===== src/rtl/mc_div_pkg.sv =====
package mc_div_pkg;
   typedef enum logic [1:0] {
      ST_IDLE = 2'd0,
      ST_RUN  = 2'd1,
      ST_FIN  = 2'd2
   } div_state_e;

   localparam int MUL_NATIVE    = 0;
   localparam int MUL_SHIFT_ADD = 1;
endpackage


===== src/rtl/mc_div_mul.sv =====
module mc_div_mul #(
   parameter int W        = 32,
   parameter int MUL_IMPL = mc_div_pkg::MUL_NATIVE
) (
   input  logic [W-1:0]   a_i,
   input  logic [W-1:0]   b_i,
   output logic [2*W-1:0] p_o
);
   localparam int PW = 2 * W;

   if (MUL_IMPL == mc_div_pkg::MUL_NATIVE) begin : g_native
      assign p_o = {{W{1'b0}}, a_i} * {{W{1'b0}}, b_i};
   end else begin : g_shift_add
      logic [PW-1:0] pp [W];
      for (genvar gi = 0; gi < W; gi++) begin : g_pp
         assign pp[gi] = b_i[gi] ? ({{W{1'b0}}, a_i} << gi) : '0;
      end
      always_comb begin
         p_o = '0;
         for (int k = 0; k < W; k++) begin
            p_o = p_o + pp[k];
         end
      end
   end
endmodule


===== src/rtl/mc_div_ctrl.sv =====
module mc_div_ctrl #(
   parameter int W = 32
) (
   input  logic                 clk,
   input  logic                 rst_n,
   input  logic                 start_i,
   output logic                 accept_o,
   output logic                 run_o,
   output logic                 fin_o,
   output logic                 busy_o,
   output logic [$clog2(W)-1:0] idx_o
);
   import mc_div_pkg::*;
   localparam int IW = $clog2(W);

   div_state_e      state_q, state_d;
   logic [IW-1:0]   idx_q, idx_d;

   assign accept_o = start_i && (state_q == ST_IDLE);
   assign run_o    = (state_q == ST_RUN);
   assign fin_o    = (state_q == ST_FIN);
   assign busy_o   = (state_q != ST_IDLE);
   assign idx_o    = idx_q;

   always_comb begin
      state_d = state_q;
      idx_d   = idx_q;
      unique case (state_q)
         ST_IDLE: if (start_i) begin
            state_d = ST_RUN;
            idx_d   = IW'(W - 1);
         end
         ST_RUN: begin
            if (idx_q == '0) state_d = ST_FIN;
            else             idx_d   = idx_q - 1'b1;
         end
         ST_FIN:  state_d = ST_IDLE;
         default: state_d = ST_IDLE;
      endcase
   end

   always_ff @(posedge clk or negedge rst_n) begin
      if (!rst_n) begin
         state_q <= ST_IDLE;
         idx_q   <= '0;
      end else begin
         state_q <= state_d;
         idx_q   <= idx_d;
      end
   end
endmodule


===== src/rtl/mc_div_qbit.sv =====
module mc_div_qbit #(
   parameter int W = 32
) (
   input  logic                 clk,
   input  logic                 rst_n,
   input  logic                 clear_i,
   input  logic                 run_i,
   input  logic [$clog2(W)-1:0] idx_i,
   input  logic [W-1:0]         dividend_i,
   input  logic [2*W-1:0]       prod_i,
   output logic [W-1:0]         mul_op_o,
   output logic [W-1:0]         cand_o
);
   logic [W-1:0] cand_q;
   logic [W-1:0] bit_mask;
   logic [W-1:0] trial;
   logic         keep;

   assign bit_mask = W'(1) << idx_i;
   assign trial    = cand_q | bit_mask;
   assign keep     = (prod_i <= {{W{1'b0}}, dividend_i});
   assign mul_op_o = run_i ? trial : cand_q;
   assign cand_o   = cand_q;

   always_ff @(posedge clk or negedge rst_n) begin
      if (!rst_n) begin
         cand_q <= '0;
      end else if (clear_i) begin
         cand_q <= '0;
      end else if (run_i && keep) begin
         cand_q <= trial;
      end
   end
endmodule


===== src/rtl/mc_divider.sv =====
module mc_divider #(
   parameter int W        = 32,
   parameter int MUL_IMPL = mc_div_pkg::MUL_NATIVE
) (
   input  logic         clk,
   input  logic         rst_n,
   input  logic         start_i,
   input  logic [W-1:0] dividend_i,
   input  logic [W-1:0] divisor_i,
   output logic         busy_o,
   output logic         done_o,
   output logic [W-1:0] quotient_o,
   output logic [W-1:0] remainder_o,
   output logic         dbz_o
);
   localparam int IW = $clog2(W);
   localparam int PW = 2 * W;

   if (W < 2) begin : g_bad_width
      $error("mc_divider: W must be at least 2");
   end
   if (MUL_IMPL != mc_div_pkg::MUL_NATIVE && MUL_IMPL != mc_div_pkg::MUL_SHIFT_ADD) begin : g_bad_mul
      $error("mc_divider: MUL_IMPL selects an unknown multiplier");
   end

   logic          accept, run, fin;
   logic [IW-1:0] idx;
   logic [W-1:0]  dividend_q, divisor_q;
   logic [W-1:0]  mul_op, cand;
   logic [PW-1:0] prod;

   mc_div_ctrl #(.W(W)) u_ctrl (
      .clk      (clk),
      .rst_n    (rst_n),
      .start_i  (start_i),
      .accept_o (accept),
      .run_o    (run),
      .fin_o    (fin),
      .busy_o   (busy_o),
      .idx_o    (idx)
   );

   mc_div_qbit #(.W(W)) u_qbit (
      .clk        (clk),
      .rst_n      (rst_n),
      .clear_i    (accept),
      .run_i      (run),
      .idx_i      (idx),
      .dividend_i (dividend_q),
      .prod_i     (prod),
      .mul_op_o   (mul_op),
      .cand_o     (cand)
   );

   mc_div_mul #(.W(W), .MUL_IMPL(MUL_IMPL)) u_mul (
      .a_i (mul_op),
      .b_i (divisor_q),
      .p_o (prod)
   );

   always_ff @(posedge clk or negedge rst_n) begin
      if (!rst_n) begin
         dividend_q <= '0;
         divisor_q  <= '0;
      end else if (accept) begin
         dividend_q <= dividend_i;
         divisor_q  <= divisor_i;
      end
   end

   always_ff @(posedge clk or negedge rst_n) begin
      if (!rst_n) begin
         done_o      <= 1'b0;
         quotient_o  <= '0;
         remainder_o <= '0;
         dbz_o       <= 1'b0;
      end else begin
         done_o <= fin;
         if (fin) begin
            quotient_o  <= cand;
            remainder_o <= dividend_q - prod[W-1:0];
            dbz_o       <= (divisor_q == '0);
         end
      end
   end
endmodule


===== config.mk =====
export PLATFORM = sky130hd
export DESIGN_NAME = mc_divider
export DESIGN_NICKNAME = d
export VERILOG_FILES = /design/src/rtl/mc_div_pkg.sv /design/src/rtl/mc_div_mul.sv /design/src/rtl/mc_div_ctrl.sv /design/src/rtl/mc_div_qbit.sv /design/src/rtl/mc_divider.sv
export SDC_FILE = /design/constraint.sdc
export NUM_CORES = 2
export LEC_CHECK = 0
export ABC_CLOCK_PERIOD_IN_PS = 11400
export BUFFER_PORTS_ARGS = -buffer_cell sky130_fd_sc_hd__buf_4
export CORE_AREA = 2 2 272 274
export DETAILED_ROUTE_END_ITERATION = 10
export DIE_AREA = 0 0 274 276
export GPL_ROUTABILITY_DRIVEN = 1
export GPL_TIMING_DRIVEN = 0
export PLACE_DENSITY_LB_ADDON = 0.3
export SYNTH_ARGS = -nofsm -noshare
export SYNTH_HDL_FRONTEND = slang
export SYNTH_SLANG_ARGS = --single-unit

===== constraint.sdc =====
create_clock -name clk -period 11.4 [get_ports clk]
set_clock_uncertainty 0.1 [all_clocks]
set_input_delay 0.57 -clock clk [delete_from_list [all_inputs] [get_ports clk]]
set_output_delay 0.57 -clock clk [all_outputs]
set_load 0.1 [all_outputs]

==> run_results.csv <==
group,metric,value,unit
place,place_congestion,1.042,
cells_and_area,area_delta_synth_final,9.703,%
cells_and_area,final_cell_mix,"inv_1 (994), nand2_1 (943), fa_1 (892)",
setup_path,path_buf_inv,5,
cells_and_area,post-route-util,65.32,%
sta,fin_hold_ws,0.001035,ns
clock_network,clockBufferDepth,2,
cells_and_area,fill_cells,6263,
grt,busiest_layer,"met2",
cells_and_area,drive_gt1_share,7.991,%
grt,grt_max_degree,97,
setup_path,crit_path_top_delay_cell,"clkbuf_1",
place,postPlaceCellArea,45460,sq um
yosys,ys_types,76,
setup_path,crit_required,11.69,ns
clock_network,ctsHoldBuffers,0,
grt,met3_usage,12.91,%
status,status,"finished clean",
cells_and_area,layout_commonest_cell,"inv_1",
yosys,synth_ff_type,"dfrtp_1",
grt,antenna_found_initial,18,
detailed_routing,drc_errors,0,
cells_and_area,multi_input_area,34680,sq um
yosys,ys_async_sr_fraction,100.0,%
place,portBuffers,133,
setup_path,critPathMaxStageDelay,0.96,ns
clock_network,numCtsBuffers,17,
flow_run,cap_violations,0,
yosys,synth-edff-count,0,
sta,max_freq,89.15,MHz
sta,setup_viol_count_final,0,
sta,maxSlewViolCount,0,
setup_path,path_max_fanout,10,
clock_network,clk_latency,0.50,ns
sta,fin_ws,0.1824,ns
grt,grt_util_met1,56.75,%
detailed_routing,via_per_inst,5.995,
detailed_routing,wl_per_cell,26.64,microns
cells_and_area,ff_latch_area,4233,sq um
grt,grt_pass1_vias,37940,
yosys,syn_inst,4974,
floorplanning,boundaryPins,134,
setup_path,path_class,"reg -> reg",
detailed_routing,drtPass1Iterations,8,
clock_network,htreeDepth,4,
clock_network,clockRootBuffer,"clkbuf_16",
yosys,synth_seq_cells,169,
floorplanning,start_util,59.55,%
cells_and_area,final_cell_area,47420,sq um
yosys,synth_fp_nets,6269,
floorplanning,rows,99,
floorplanning,core-area,72590,sq um
detailed_routing,wirelength,163500,microns
detailed_routing,drtIter0Drc,3905,
sta,relSlewSlack,14.92,%
yosys,synth.yosys.seq_area_share,9.784,%
floorplanning,die_w,274,microns
setup_path,crit_family,"adder cells",
sta,fin_crit,11.22,ns
setup_path,setup.worst_path.start_class,"flip-flop",
clock_network,clock_sinks,169,
hold_path,hp-class,"in -> async",
sta,period_share,98.40,%
place,place_hpwl,133900,microns
floorplanning,die-area,75620,sq um
setup_path,crit_top_cell,"fa_1",
sta,tightest_slew,1.276,ns
cells_and_area,nNetsFinal,6451,
grt,grt_overflow_total,0,
place,place_ws,-1.730,ns
detailed_routing,ant_nets,0,
clock_network,cts_tree,"built",
detailed_routing,vias,36780,
clock_network,path_clk_slew,0.09,ns
yosys,syn-mean-instance-area,8.690,sq um
grt,grt_use_met2,64.86,%
floorplanning,die_h,276,microns
yosys,yosys_warnings,0,
yosys,netlist_area,43220,sq um
setup_path,worst_setup_path_end_kind,"flip-flop",
grt,grt_use_total,44.21,%
sta,hold_viol,0,
grt,grt_first_pass_wirelength,240200,microns
setup_path,arrival,11.51,ns
routing by layer:
metal / vias up / wire length (microns)
met1: 18680 / 59930
met2: 2194 / 70800
li1: 15310 / -
met4: 12 / 13980
met3: 586 / 18670
met5: - / 79
repair_timing:
| action | in CTS | in global routing |
|---|---|---|
| endpoints found under the setup margin | 38 | 33 |
| resized for setup | 195 | 144 |
| buffers inserted | 24 | 16 |
| endpoints found under the hold margin | 0 | 0 |
| pin swaps | 16 | 11 |
logic make-up (layout without fill, tap and decap cells):
family	count (synthesis)	count (layout)	share of synthesized area, %
compound gates	482	482	7.199
xor+xnor	78	78	1.581
fa+ha+maj	1228	1228	51.13
buf+inv	1286	1480	11.23
flops	169	169	9.784
mux	5	5	0.1216
other cells	0	8	0
simple gates	1726	1726	18.96
flip-flops by register name, summed over array words and instances, names as in the netlist:
signal / flops
dbz_o: 1
u_ctrl.idx_o: 5
dividend_q: 32
done_o: 1
remainder_o: 32
divisor_q: 32
u_qbit.cand_o: 32
u_ctrl.state_q: 2
quotient_o: 32
final cells by class:
type / instances / share of cell area, %
repair buffers: 175 / 3.066
multi-input cells: 3519 / 73.13
plain buffers: 279 / 3.082
clock inverters: 13 / 0.4407
clock buffers: 18 / 0.9051
flip-flops and latches: 169 / 8.927
well taps: 959 / 2.531
diodes: 8 / 0.04222
inverters: 995 / 7.877
synth_stat cells (5+ instances only):
cell type    n  area share, %
a211oi_1    12           0.21
a21o_1      53           0.92
a21oi_1    116            1.3
a221oi_1     5           0.10
a31oi_1     12           0.17
and2_1     480            6.9
and3_1      17           0.25
buf_1        6          0.052
buf_2        9           0.10
clkbuf_1   272            2.4
dfrtp_1    169            9.8
fa_1       897             42
ha_1       331            9.6
inv_1      995            8.6
nand2_1    949            8.2
nand2b_1    12           0.17
nand3_1     50           0.58
nand4_1     47           0.68
nand4b_1     5           0.10
nor2_1      79           0.69
nor2b_1     16           0.23
nor3_1      27           0.31
nor4_1      15           0.22
o2111ai_1    5           0.10
o211ai_1     6           0.10
o21a_1      18           0.31
o21ai_0    134            1.6
o21ai_1     19           0.22
o21bai_1    33           0.57
o31ai_1     10           0.17
o31ai_2      9           0.26
or3_1        5          0.072
xnor2_1     48           0.97
xor2_1      30           0.61
path summary, 6_finish.rpt:
kind,startpoint,to,slack [ns],cells past startpoint
min in group clk,divisor_i[14],divisor_q[14],0.16,3
hold reg to reg,quotient_o[14],quotient_o[14],0.38,2
hold / removal,rst_n,u_qbit.cand_o[31],0.001,1
setup / recovery,divisor_q[12],u_qbit.cand_o[26],0.18,33
max in group asynchronous,rst_n,divisor_q[16],10.24,2
setup reg to reg,divisor_q[12],u_qbit.cand_o[26],0.18,33
per-stage QoR:
| stage | std cells | setup TNS [ns] |
|---|---|---|
| 2_1_floorplan | 4974 | 0 |
| 3_3_place_gp | 6066 | -51.17 |
| 3_5_place_dp | 6068 | -54.71 |
| 4_1_cts | 6121 | 0 |
| 5_1_grt | 6130 | -0.2216 |
| 6_report | 6135 | 0 |
Power is left out: the tool's default activity adds up to more than one toggle a clock period on the data nets, which glitch-free logic cannot reach.
